## config.mk

```make
export PLATFORM = sky130hd
export DESIGN_NAME = fp_issue_sb
export DESIGN_NICKNAME = d
export VERILOG_FILES = /design/src/rtl/fpsb_pkg.sv /design/src/rtl/fpsb_table.sv /design/src/rtl/fpsb_ctrl.sv /design/src/rtl/fp_issue_sb.sv
export SDC_FILE = /design/constraint.sdc
export NUM_CORES = 1
export LEC_CHECK = 0
export ABC_AREA = 1
export BUFFER_PORTS_ARGS = -buffer_cell sky130_fd_sc_hd__buf_2
export CORE_ASPECT_RATIO = 1.4
export CORE_MARGIN = 5
export CORE_UTILIZATION = 35
export CTS_CLUSTER_SIZE = 10
export DETAILED_ROUTE_END_ITERATION = 10
export PLACE_DENSITY_LB_ADDON = 0.2
export SETUP_SLACK_MARGIN = 0.4
export SKIP_LAST_GASP = 1
export SLEW_MARGIN = 10
export SYNTH_ARGS = -nofsm -noshare
export SYNTH_HDL_FRONTEND = slang
export SYNTH_HIERARCHICAL = 1
export SYNTH_SLANG_ARGS = --single-unit
```

## constraint.sdc

```tcl
create_clock -name clk -period 4.24 [get_ports clk]
set_input_delay 0.848 -clock clk [delete_from_list [all_inputs] [get_ports clk]]
set_output_delay 0.848 -clock clk [all_outputs]
set_load 0.05 [all_outputs]
```

## src/rtl/fpsb_pkg.sv

```systemverilog
package fpsb_pkg;
  localparam int CLS_W   = 4;
  localparam int LAT_W   = 3;
  localparam int MAX_LAT = 5;

  typedef enum logic [1:0] {CL_NONE = 2'd0, CL_FP = 2'd1, CL_INT = 2'd2, CL_STC = 2'd3} cluster_e;
  typedef enum logic [1:0] {PK_ANY = 2'd0, PK_P0 = 2'd1, PK_P1 = 2'd2} pipeKind_e;

  typedef struct packed {
    logic [LAT_W-1:0] lat;
    cluster_e         clu;
    pipeKind_e        kind;
    logic             isFpm;
    logic [1:0]       fpmHold;
  } classInfo_t;

  // control -> table strobes
  typedef struct packed {
    logic [1:0]            wrEn;
    logic [1:0]            wrLfd;
    logic [1:0][LAT_W-1:0] wrLat;
    logic [1:0][1:0]       wrClu;
  } sbStrobe_t;

  function automatic classInfo_t decodeClass(input logic [CLS_W-1:0] cls);
    classInfo_t ci;
    ci.lat = LAT_W'(1); ci.clu = CL_INT; ci.kind = PK_ANY; ci.isFpm = 1'b0; ci.fpmHold = 2'd0;
    case (cls)
      4'd1: ci.clu = CL_FP;
      4'd2: begin ci.lat = LAT_W'(2); ci.kind = PK_P0; end
      4'd3: begin ci.lat = LAT_W'(2); ci.clu = CL_FP; ci.kind = PK_P1; ci.isFpm = 1'b1; end
      4'd4: begin ci.lat = LAT_W'(3); ci.clu = CL_FP; ci.kind = PK_P0; end
      4'd5: begin ci.lat = LAT_W'(3); ci.clu = CL_STC; ci.kind = PK_P1; end
      4'd6: begin ci.lat = LAT_W'(4); ci.clu = CL_FP; ci.kind = PK_P1; ci.isFpm = 1'b1; ci.fpmHold = 2'd1; end
      4'd7: begin ci.lat = LAT_W'(5); ci.clu = CL_FP; ci.kind = PK_P1; ci.isFpm = 1'b1; ci.fpmHold = 2'd2; end
      default: ;
    endcase
    return ci;
  endfunction
endpackage

```

## src/rtl/fpsb_table.sv

```systemverilog
module fpsb_table
  import fpsb_pkg::*;
#(
  parameter int NUM_TAGS = 16,
  parameter int TAG_W    = $clog2(NUM_TAGS)
) (
  input  logic                             clk,
  input  logic                             rstN,
  input  sbStrobe_t                        strobe,
  input  logic [1:0][TAG_W-1:0]            dstTag,
  input  logic [1:0][1:0][TAG_W-1:0]       srcTag,
  input  logic [1:0][1:0]                  srcVld,
  input  logic [1:0][1:0]                  consClu,
  output logic [1:0]                       srcRdy
);
  logic [LAT_W-1:0] cnt    [NUM_TAGS];
  logic [1:0]       prodClu[NUM_TAGS];
  logic             noFwd  [NUM_TAGS];
  logic [NUM_TAGS-1:0] hit0, hit1;

  for (genvar g = 0; g < NUM_TAGS; g++) begin : gEntry
    assign hit0[g] = strobe.wrEn[0] && (dstTag[0] == TAG_W'(g));
    assign hit1[g] = strobe.wrEn[1] && (dstTag[1] == TAG_W'(g));

    always_ff @(posedge clk) begin
      if (!rstN) begin
        cnt[g]     <= '0;
        prodClu[g] <= CL_NONE;
        noFwd[g]   <= 1'b0;
      end else if (hit1[g]) begin
        cnt[g]     <= strobe.wrLat[1];
        prodClu[g] <= strobe.wrClu[1];
        noFwd[g]   <= strobe.wrLfd[1];
      end else if (hit0[g]) begin
        cnt[g]     <= strobe.wrLat[0];
        prodClu[g] <= strobe.wrClu[0];
        noFwd[g]   <= strobe.wrLfd[0];
      end else if (cnt[g] != '0) begin
        cnt[g]     <= cnt[g] - 1'b1;
      end
    end


    cnt_range_chk: assert property (@(posedge clk) disable iff (!rstN)
      cnt[g] <= LAT_W'(MAX_LAT));

    cnt_step_chk: assert property (@(posedge clk) disable iff (!rstN)
      (cnt[g] != '0 && !hit0[g] && !hit1[g]) |=> (cnt[g] == $past(cnt[g]) - 1'b1));
  end

  always_comb begin
    for (int s = 0; s < 2; s++) begin
      srcRdy[s] = 1'b1;
      for (int k = 0; k < 2; k++) begin
        logic [LAT_W-1:0] c;
        logic             extra;
        c     = cnt[srcTag[s][k]];
        extra = (prodClu[srcTag[s][k]] != consClu[s]) || noFwd[srcTag[s][k]];
        if (srcVld[s][k] && !((c == '0) || (c == LAT_W'(1) && !extra)))
          srcRdy[s] = 1'b0;
      end
    end
  end
endmodule

```

## src/rtl/fpsb_ctrl.sv

```systemverilog
module fpsb_ctrl
  import fpsb_pkg::*;
#(
  parameter int TAG_W = 4
) (
  input  logic                       clk,
  input  logic                       rstN,
  input  logic [1:0]                 slotVld,
  input  logic [1:0][CLS_W-1:0]      slotCls,
  input  logic [1:0][TAG_W-1:0]      dstTag,
  input  logic [1:0][1:0][TAG_W-1:0] srcTag,
  input  logic [1:0][1:0]            srcVld,
  input  logic [1:0]                 noLocalFwd,
  input  logic [1:0]                 srcRdy,
  output logic [1:0][1:0]            consClu,
  output sbStrobe_t                  strobe,
  output logic [1:0]                 issue,
  output logic [1:0]                 pipeSel,
  output logic                       stall
);
  classInfo_t ci0, ci1;
  logic [1:0] fpmBusy;
  logic       fpmFree, fit0, fit1, pipe0Used, pipe1Used, dep1;
  logic       fpmStart;
  logic [1:0] fpmHoldNext;

  always_comb begin
    ci0 = decodeClass(slotCls[0]);
    ci1 = decodeClass(slotCls[1]);
    consClu[0] = ci0.clu;
    consClu[1] = ci1.clu;
    fpmFree = (fpmBusy == 2'd0);

    fit0 = 1'b1; pipeSel[0] = 1'b0;
    if (ci0.kind == PK_P1) begin
      pipeSel[0] = 1'b1;
      fit0 = !ci0.isFpm || fpmFree;
    end
    issue[0]  = slotVld[0] && srcRdy[0] && fit0;
    pipe0Used = issue[0] && !pipeSel[0];
    pipe1Used = issue[0] &&  pipeSel[0];

    dep1 = (srcVld[1][0] && srcTag[1][0] == dstTag[0]) ||
           (srcVld[1][1] && srcTag[1][1] == dstTag[0]);

    pipeSel[1] = 1'b0; fit1 = 1'b0;
    case (ci1.kind)
      PK_P0: fit1 = !pipe0Used;
      PK_P1: begin pipeSel[1] = 1'b1; fit1 = !pipe1Used && (!ci1.isFpm || fpmFree); end
      default: begin
        if (!pipe0Used) fit1 = 1'b1;
        else begin pipeSel[1] = 1'b1; fit1 = !pipe1Used; end
      end
    endcase
    issue[1] = issue[0] && slotVld[1] && srcRdy[1] && !dep1 && fit1;
    stall    = slotVld[0] && !issue[0];

    strobe.wrEn     = issue;
    strobe.wrLfd    = noLocalFwd;
    strobe.wrLat[0] = ci0.lat;
    strobe.wrLat[1] = ci1.lat;
    strobe.wrClu[0] = ci0.clu;
    strobe.wrClu[1] = ci1.clu;

    fpmStart    = (issue[0] && ci0.isFpm) || (issue[1] && ci1.isFpm);
    fpmHoldNext = (issue[0] && ci0.isFpm) ? ci0.fpmHold : ci1.fpmHold;
  end

  always_ff @(posedge clk) begin
    if (!rstN)                fpmBusy <= 2'd0;
    else if (fpmStart)        fpmBusy <= fpmHoldNext;
    else if (fpmBusy != 2'd0) fpmBusy <= fpmBusy - 2'd1;
  end


  pipe_excl_chk: assert property (@(posedge clk) disable iff (!rstN)
    (issue[0] && issue[1]) |-> (pipeSel[0] != pipeSel[1]));

  in_order_chk: assert property (@(posedge clk) disable iff (!rstN)
    issue[1] |-> issue[0]);

  same_cycle_dep_chk: assert property (@(posedge clk) disable iff (!rstN)
    issue[1] |-> !((srcVld[1][0] && srcTag[1][0] == dstTag[0]) ||
                   (srcVld[1][1] && srcTag[1][1] == dstTag[0])));

  xmul_gap_chk: assert property (@(posedge clk) disable iff (!rstN)
    (issue[0] && slotCls[0] == 4'd7) |=> !((issue[0] && ci0.isFpm) || (issue[1] && ci1.isFpm)));

  fixed_pipe_chk: assert property (@(posedge clk) disable iff (!rstN)
    (issue[0] && (slotCls[0] == 4'd2 || slotCls[0] == 4'd4)) |-> !pipeSel[0]);

  stall_chk: assert property (@(posedge clk) disable iff (!rstN)
    stall |-> (issue == 2'b00));
endmodule

```

## src/rtl/fp_issue_sb.sv

```systemverilog
module fp_issue_sb
  import fpsb_pkg::*;
#(
  parameter int NUM_TAGS = 16,
  parameter int TAG_W    = $clog2(NUM_TAGS)
) (
  input  logic                       clk,
  input  logic                       rstN,
  input  logic [1:0]                 opValid,
  input  logic [1:0][3:0]            opClass,
  input  logic [1:0][TAG_W-1:0]      opDst,
  input  logic [1:0][1:0][TAG_W-1:0] opSrc,
  input  logic [1:0][1:0]            opSrcValid,
  input  logic [1:0]                 opNoLocalFwd,
  output logic [1:0]                 issueValid,
  output logic [1:0]                 issuePipe,
  output logic                       stall
);
  sbStrobe_t       strobe;
  logic [1:0]      srcRdy;
  logic [1:0][1:0] consClu;

  fpsb_table #(.NUM_TAGS(NUM_TAGS), .TAG_W(TAG_W)) uTable (
    .clk(clk), .rstN(rstN), .strobe(strobe), .dstTag(opDst),
    .srcTag(opSrc), .srcVld(opSrcValid), .consClu(consClu), .srcRdy(srcRdy)
  );

  fpsb_ctrl #(.TAG_W(TAG_W)) uCtrl (
    .clk(clk), .rstN(rstN), .slotVld(opValid), .slotCls(opClass),
    .dstTag(opDst), .srcTag(opSrc), .srcVld(opSrcValid),
    .noLocalFwd(opNoLocalFwd), .srcRdy(srcRdy), .consClu(consClu),
    .strobe(strobe), .issue(issueValid), .pipeSel(issuePipe), .stall(stall)
  );
endmodule

```

# After elaboration in Yosys (flattened, before gate mapping)
# Memory sizes are Yosys's and may differ from the RTL's.
# Cells that the tools add are included.
dict set report totals {
  register_bits 2
  ramBits 96
  inputBits 42
  output_inout_bits 5
  wordCells 636
  n_memories 3
}
# name words word_bits rd rd_ports_with_merged_regs wr line_no
set mem_list {}
lappend mem_list {uTable.cnt 16 3 20 0 16 fpsb_table.sv:16} ;# logic [LAT_W-1:0] cnt [NUM_TAGS];
lappend mem_list {uTable.prodClu 16 2 4 0 16 fpsb_table.sv:17} ;# logic [1:0] prodClu[NUM_TAGS];
lappend mem_list {uTable.noFwd 16 1 4 0 16 fpsb_table.sv:18} ;# logic noFwd [NUM_TAGS];
dict set report classes {
  add_sub_neg 17
  eq_ne 57
  muxes 328
  bitwise 112
  reduce_logical 118
}
# cell count
set op_table {}
lappend op_table {{$mux W1} 235}
lappend op_table {{$mux W3} 48}
lappend op_table {{$or A1 B1 Y1} 112}
lappend op_table {{$mux W2} 35}
lappend op_table {{$eq A4 B3 Y1 const B} 16}
lappend op_table {{$eq A4 B4 Y1 const B} 16}
lappend op_table {{$logic_and A1 B1 Y1} 54}
lappend op_table {{$reduce_bool A3 Y1} 16}
lappend op_table {{$sub A3 B1 Y3 const B} 16}
lappend op_table {{$eq A4 B2 Y1 const B} 8}
lappend op_table {{$pmux W2 S2} 6}
lappend op_table {{$pmux W3 S4} 2}
lappend op_table {{$eq A4 B1 Y1 const B} 4}
lappend op_table {{$logic_not A1 Y1} 15}
lappend op_table {{$eq A3 B1 Y1 const B} 4}
lappend op_table {{$logic_not A3 Y1} 4}
lappend op_table {{$logic_or A1 B1 Y1} 12}
lappend op_table {{$reduce_or A2 Y1} 6}
lappend op_table {{$reduce_or A5 Y1} 2}
lappend op_table {{$eq A4 B4 Y1} 2}
lappend op_table {{$logic_not A4 Y1} 2}
lappend op_table {{$ne A2 B2 Y1} 4}
lappend op_table {{$reduce_or A4 Y1} 2}
lappend op_table {{$reduce_or A3 Y1} 2}
lappend op_table {{6 further kinds} 9}

# Logic depth before layout (Yosys ltp)
# Gate-level depths: netlist of run 1.
dict set report depth {
  depth_word 26
  mapped_depth 32
  depth_no_buf 30
}

# Cells and area by module
# The synthesis of run 1 kept the hierarchy.
# mod instances cells_per_inst area_each_um2 seq_area_each_um2
set modules_own_cells {}
lappend modules_own_cells {fpsb_table 1 1286 8684.6 2872.8}
lappend modules_own_cells {fpsb_ctrl 1 135 729.4 40.0}

# Worst setup path after synthesis of run 1
# No wires, ideal clock.
dict set report synth_timing {
  path_type {input to register}
  start {in opClass[3] (netlist bit)}
  end {mem uTable.cnt[14][2], data pin}
  setup_time_ps 278
  arrival_ps 3964
  t_required_ps 3962
  setup_slack_ps -2
  stages 31
  path_buffers 1
  path_cell_list {inv_1 nand2_1 inv_1 a22oi_1 o21ai_0 inv_1 nand3_1 nand2_1 nor2_1 nand2_1 nand2_1 nand2_1 nand3_1 nand2_1 inv_1 nand2_1 inv_1 nand4_2 nor2_2 and2_2 buf_4 inv_1 nor3_1 inv_1 nor2_1 nor2_1 nand4_1 nand2_1 nor2_2 nand2_1 o221ai_1}
}
# item line_no
set synth_rtl {}
lappend synth_rtl {{from (decl)} fp_issue_sb.sv:10} ;# input logic [1:0][3:0] opClass,
lappend synth_rtl {{to (decl)} fpsb_table.sv:16}

==> results of run 1 <==
-- placed cells by master, fill, tap and decap left out, types with 4 or more instances in the layout --
cell type,n
buf_12,13
o22ai_1,52
nand3_1,138
buf_2,37
buf_6,17
o221ai_1,37
o21ai_1,14
a21oi_1,76
clkbuf_16,12
nor2_4,11
nand2_2,23
inv_2,17
ha_1,35
o211ai_1,23
inv_4,6
inv_1,175
clkinvlp_4,4
nor2_1,86
nor3_1,5
nand3_2,30
edfxtp_1,95
a31oi_1,8
o21ai_0,68
a211oi_1,7
buf_4,113
nor2_2,31
nand2_1,366
-- final timing paths --
kind                                       from                       endpoint  slack (ns)  depth (start not counted)
setup / recovery                     opClass[1]                  issueValid[1]        0.37                         22
hold / removal    uCtrl/fpmBusy[0]$_SDFFE_PN0P_  uCtrl/fpmBusy[0]$_SDFFE_PN0P_        0.63                          3
setup reg to reg    uTable/cnt[13][2]$_DFFE_PP_     uTable/cnt[6][1]$_DFFE_PP_        0.67                         22
hold reg to reg   uCtrl/fpmBusy[0]$_SDFFE_PN0P_  uCtrl/fpmBusy[0]$_SDFFE_PN0P_        0.63                          3
-- worst max-delay path: cells and delay by family --
kind,cells,cell delay (ns)
AND/OR/NAND/NOR,12,0.98
buffers and inverters,9,0.90
AO/OA/AOI/OAI,1,0.27
-- power by group --
part | leakage (nW) | internal [mW] | total [mW] | switching [mW]
Sequential | 1.04 | 1.39 | 1.54 | 0.154
Clock | 0.133 | 0.406 | 0.785 | 0.380
Combinational | 4.13 | 0.828 | 2.22 | 1.39
Total | 5.31 | 2.62 | 4.55 | 1.93
-- per-layer routing --
metal  share of wire, %  vias up  wire length, um  global-route usage, %
met5                  0        -                0                      0
met2                 48      498            18400                   41.8
met4                6.2        0             2370                   14.3
met3                6.3      136             2420                   1.89
met1                 39     4974            15100                   30.1
li1                   -     5065                -                      -
-- registers in the layout, indices dropped and copies added (netlist names) --
name / cells
uTable/noFwd: 16
uTable/prodClu: 32
uCtrl/fpmBusy: 2
uTable/cnt: 48
-- cell families (layout without fill, tap and decap cells) --
kind of cell	after synthesis	after routing
AO/OA/AOI/OAI	301	301
flip-flops	98	98
adder cells (fa/ha/maj)	35	35
buffers and inverters	281	410
AND/OR/NAND/NOR	704	704
XOR/XNOR	2	2
-- stage by stage --
step	instance area (um^2)	setup slack [ns]	hold slack [ns]	instances	util [%]
global route	11800	0.254	0.678	1915	44.2
global placement	10800	0.0860	0.620	1880	40.5
floorplan	9510	0.393	0.538	1421	-
detailed placement	10800	-0.00416	0.625	1880	40.5
finish	11800	0.366	0.632	1915	44.2
CTS	11300	0.401	0.644	1903	42.2
-- final cells by class --
type / instances / area (um^2) / share of cell area, %
clock buffer: 10 / 229 / 1.94
timing repair buffer: 188 / 1660 / 14.0
clock inverter: 6 / 48.8 / 0.413
sequential: 98 / 2910 / 24.7
inverter: 206 / 831 / 7.03
tap: 365 / 457 / 3.87
multi-input combinational: 1042 / 5680 / 48.1
-- repair_timing --
action	4_1_cts	5_1_grt
setup endpoints to repair	9	195
gates cloned	2	3
resized for setup	31	116
pin swaps	10	25
buffers inserted	5	9
==> run metrics, run 1 <==
Hold Buf Count CTS 0; critical-path maximum fanout 4; most common cell in the netlist nand2_1; post-synthesis async set-or-reset flop share 0%; number of synthesized flops with an enable pin 95; Die X 149 um; CP cell instances buf_2, inv_2, nand2_4, a22oi_2, buf_12, clkinvlp_4, nand3_2, nand3_2, inv_1, nand2_1, nand2_2, nand2_2, nand3_2, nand2_2, inv_2, nand2_2, inv_2, nand4_2, nor2_2, and2_4, buf_6, buf_8; Min-Delay Path Class flip-flop to flip-flop; WL final about 38 mm; Final Max Slew Viols 0; Max H-tree Level 3; CTS Buf Count 9; cell type contributing the most total cell area after synthesis edfxtp_1; clk_lat worst skew 0.36 ns; DIE AREA 30,300 um^2; global-route wire length before repair 57.2 mm; Rel. slew slack 42.1%; Area Overhead vs Synth 25.5%; Fmax achieved 258 MHz; Slowest-stage cell, CP a22oi_2; Yosys cell types between 40 and 50; Worst Tran Pin Value 0.867 ns; CTS Buffer Depth 2; PortBufs 46; cell mode on critical path nand2_2; Avg Inst Size Synth 6.62 um^2; clk_skew about 0.0086 ns; Ant. Diodes 0; Via Count 10,700; Max-Cap Viols 0; CTS tree built; Boundary Pins 47; DRC Markers 0; unrepaired setup endpoints after global routing yes; drt first pass iters 8; starting density of the core 35.2%; core area around 27,000 um^2; GR Overflow Total 0; Clock transition at path regs 0.07 ns; Die H 204 um; Synthesis Warnings 6; power per cell area 385 nW/um^2; Fin Setup TNS 0 ns; Synth Area in Simple Gates between 30% and 40%; CP required 3.39 ns; syn nets 1,498; dpl hpwl 28.3 mm; Main synth FF type edfxtp_1; #FFs+latches synth 98; P_leak 5.31 nW; Worst setup SP type primary input; largest family of logic cells by synthesized area simple AND/OR/NAND/NOR gates; Tot Pwr 4.55 mW; Adder-Cell Fraction of Synth Area 4.65%; Hold Vio Cnt, Final 0; Root Buffer clkbuf_16; post-synthesis xor/xnor area fraction 0.186%; wire per inst between 15 and 20 um; Crit path largest cell delay ~0.27 ns; CTS Sinks 98; crit end category output port; vias per cell 5.57; Cells after Synth roughly 1,400; # nets final 1,622; number of DRC markers in iteration 0 1,231; post-synthesis sequential area ratio 30.9%; Worst VDD drop about 0.21 mV; Final Cycle Share 91.4%; num rows 71; area of the mapped netlist 9410 um^2; initial antenna violation count 0; Data arrival, critical path 3.03 ns; Synth Area in Compound Gates roughly a fifth; fin crit period 3.87 ns; mux contribution to synthesized area 0%; Post-synth top cells 383 x nand2_1, 192 x inv_1, 164 x nand3_1, 115 x nor2_1, 95 x edfxtp_1; Finish-stage setup viols 0; ANT nets after route 0; layout cells sized above 1 22.5%; GRT Util Overall 24.5%; area share of the largest cell type after synthesis roughly 30%; largest net degree at the start of global routing 28; status complete, no violations; WS Path Type primary input to output port; fill count 2,786; number of global-route vias before repair 9,996; RD Place Congestion just under 1; top cells by area, synth edfxtp_1 30%, nand2_1 15%, nand3_1 8.7%, inv_1 7.7%, ha_1 4.7%
Power figures use the tool's default switching activity.
==> run 2: changes to the inputs <==
ABC_AREA = unset   (was 1)
GPL_TIMING_DRIVEN = 0   (was unset)
==> run 2 against run 1 <==
Net effect:
- the run now ends with setup timing left
- clock skew increased by 0.00076 ns
- cell area shrank 1.6%
- flip-flop and latch count stayed put
- sequential power rose by 10%
- critical path type is now primary input to flip-flop
- critical endpoint is now uTable/cnt[8][0]$_SDFFCE_PN0P_
==> run metrics, run 2 <==
critical-path maximum fanout 7 (+3); Rel. slew slack 6.58% (-36 points); Synth Area in Simple Gates 12.5% (-19 points); Worst VDD drop 0.255 mV (+23%); Root Buffer clkbuf_16; Min-Delay Path Class flip-flop to flip-flop; Hold Vio Cnt, Final 0 (unchanged); Main synth FF type edfxtp_1; number of global-route vias before repair 7,853 (-21%); Max-Cap Viols 0 (unchanged); Yosys cell types 60 (+40%); initial antenna violation count 0 (unchanged); Top delay family on crit path simple AND/OR/NAND/NOR gates; fin crit period 4.47 ns (+0.599 ns); GR Overflow Total 0 (unchanged); mux contribution to synthesized area 23.6% (+24 points); crit path buf inv count 6 (-3); DIE AREA 28,600 um^2 (-5.8%); global-route wire length before repair 48.8 mm (-15%); status finished, violations left; core area 24,800 um^2 (-7.4%); cell mode on critical path buf_6; num rows 68 (-4.2%); largest family of logic cells by synthesized area multiplexers; commonest non-fill, non-tap cell in the layout edfxtp_1; Final Max Slew Viols 0 (unchanged); post-synthesis async set-or-reset flop share 0% (unchanged); largest registers uTable/cnt: 48 flops, uTable/prodClu: 32 flops, uTable/noFwd: 16 flops; Placed Cells 1,190 (-37%); Data arrival, critical path 4.58 ns (+1.55 ns); dpl hpwl 25.6 mm (-9.4%); P_leak 4.30 nW (-19%); Area Overhead vs Synth 31.5%; design area 11,600 um^2 (-1.6%); Ant. Diodes 0 (unchanged); Post-synth top cells 95 x edfxtp_1, 63 x mux4_2, 61 x inv_1, 57 x mux2i_1, 48 x a22oi_1; final worst slack -0.232 ns (-0.599 ns); CP cell instances buf_6, buf_6, nor3_4, a21oi_2, mux4_2, or4_4, a31oi_4, and2_4, o41ai_4, a311oi_2, buf_4, and3_4, buf_6, nor3b_4, buf_12, nand2_4, and3_4, buf_4, nand2b_4, o22ai_1; post-synthesis sequential area ratio 33.0% (+2.0 points); WS Path Type primary input to flip-flop; non-filler cells in the finished layout 1,258 (-34%); Fmax achieved 224 MHz (-13%); number of flip-flops in the largest register 48 (unchanged); failing checks setup timing; Synth Area in Compound Gates 16.0% (-3.6 points); RD Place Congestion 0.941 (-3.4%); CTS tree built; Fin Setup TNS -15.11 ns (-15.11 ns); area share of the largest cell type after synthesis 32.3% (+2.0 points); starting density of the core 35.7% (+0.49 points); syn nets 912 (-39%); area of the mapped netlist 8840 um^2 (-6.1%); cell type contributing the most total cell area after synthesis edfxtp_1; number of synthesized flops with an enable pin 95 (unchanged); Placed Area 9780 um^2 (-9.6%); PortBufs 40 (-13%); wire per inst 26.1 um (+31%); Worst Tran Pin Value 1.40 ns (+0.534 ns); most frequent cells in the layout 95 x edfxtp_1, 63 x mux4_2, 59 x inv_1, 57 x mux2i_1, 47 x a22o_1; CP required 4.35 ns (+0.96 ns); Via Count 7,797 (-27%); clk_skew 0.00933 ns (+0.000758 ns); GRT Util Overall 23.1% (-1.4 points); Slowest-stage cell, CP mux4_2; Worst setup SP type primary input; number of DRC markers in iteration 0 583 (-53%); Synthesis Warnings 6 (unchanged); CTS Buffer Depth 2 (unchanged); crit end category flip-flop; # nets final 1,015 (-37%); drt first pass iters 5 (-3); post-synthesis xor/xnor area fraction 2.68% (+2.5 points); CTS Buf Count 9 (unchanged); fill count 2,226 (-20%); power per cell area 402 nW/um^2 (+4.4%); vias per cell 6.20 (+11%); clk_lat worst skew 0.36 ns (about the same); DRC Markers 0 (unchanged); Cells after Synth 835 (-41%); Die H 198 um (-3.0%); Die X 144 um (-2.9%); Top reg by flops uTable/cnt; #FFs+latches synth 98 (unchanged); Clock transition at path regs 0.07 ns (about the same); Finish-stage setup viols 146 (+146); pre-CTS WS -1.71 ns (-1.70 ns); CTS Sinks 98 (unchanged); Adder-Cell Fraction of Synth Area 5.08% (+0.43 points); Final Cycle Share 105% (+14 points); layout cells sized above 1 40.6% (+18 points); Crit path largest cell delay 0.56 ns (+0.29 ns); WL final 32.8 mm (-14%); ANT nets after route 0 (unchanged); largest net degree at the start of global routing 17 (-39%); Avg Inst Size Synth 10.6 um^2 (+60%); unrepaired setup endpoints after global routing yes; Max H-tree Level 3 (unchanged); most common cell in the netlist edfxtp_1; Boundary Pins 47 (unchanged); FF-to-FF setup slack -0.19 ns (-0.86 ns); top cells by area, synth edfxtp_1 32%, mux4_2 16%, mux2i_1 6.5%, ha_1 5.0%, a22o_1 4.7%; Tot Pwr 4.68 mW (+2.7%)
[run 2: metal layers]
layer  up-vias  track usage [%]  share of wire (%)
met3       108             3.17                6.2
met5         -                0                  0
met1      3898             27.6                 37
met2       341             39.4                 50
li1       3450                -                  -
met4         0             13.1                6.2
[run 2: kinds of logic (layout without fill, tap and decap cells)]
family	Yosys count	count (layout)
and+or+nand+nor	214	214
AOI/OAI and AO/OA	203	203
buffers and inverters	131	239
muxes	126	126
DFF	98	98
adders and majority gates	36	36
xor gates and xnor gates	27	27
[run 2: per-stage QoR]
step,hold slack [ns],utilization [%]
2_1_floorplan,0.516,-
3_3_place_gp,0.592,39.5
3_5_place_dp,0.602,39.5
4_1_cts,0.613,45.0
5_1_grt,0.659,46.9
6_report,0.612,46.9
[run 2: final timing paths]
check,depth (start not counted),end,from
setup / recovery,20,uTable/cnt[8][0]$_SDFFCE_PN0P_,opSrc[4]
hold / removal,4,uCtrl/fpmBusy[1]$_SDFFE_PN0P_,uCtrl/fpmBusy[1]$_SDFFE_PN0P_
setup reg to reg,18,uTable/cnt[8][0]$_SDFFCE_PN0P_,uTable/cnt[7][1]$_DFFE_PP_
hold reg to reg,4,uCtrl/fpmBusy[1]$_SDFFE_PN0P_,uCtrl/fpmBusy[1]$_SDFFE_PN0P_
[run 2: repair_timing]
item / in CTS / in global routing
gates cloned: 2 / 1
hold endpoints to repair: 0 / 0
endpoints found under the setup margin: 197 / 195
gates resized for setup: 184 / 71
pin swaps: 58 / 40
setup buffers: 33 / 16
hold buffers: 0 / 0
[run 2: layout make-up]
type                       count  area, um^2  share of cell area [%]
timing repair buffer          92         831                    7.15
sequential                    98        2910                    25.1
buffer                        70         562                    4.84
clock buffer                  10         229                    1.97
inverter                      61         234                    2.01
tap                          315         394                    3.39
multi-input combinational    606        6390                    55.0
clock inverter                 6        67.6                   0.582
[run 2: worst reg2reg max path, stage by stage (launching register included)]
cell      delay [ns]
edfxtp_1        0.41
nor2_2          0.34
a21oi_2         0.12
mux4_2          0.56
or4_4           0.53
a31oi_4         0.19
and2_4          0.19
o41ai_4         0.10
a311oi_2        0.19
buf_4           0.16
and3_4          0.24
buf_6           0.15
nor3b_4         0.24
buf_12          0.17
nand2_4         0.06
and3_4          0.25
buf_4           0.14
nand2b_4        0.07
o22ai_1         0.07
[run 2: where the power goes]
| part | internal (mW) | leakage [nW] | switching, mW | total [mW] |
|---|---|---|---|---|
| Combinational | 0.984 | 3.13 | 1.16 | 2.15 |
| Clock | 0.457 | 0.127 | 0.370 | 0.827 |
| Sequential | 1.40 | 1.04 | 0.302 | 1.70 |
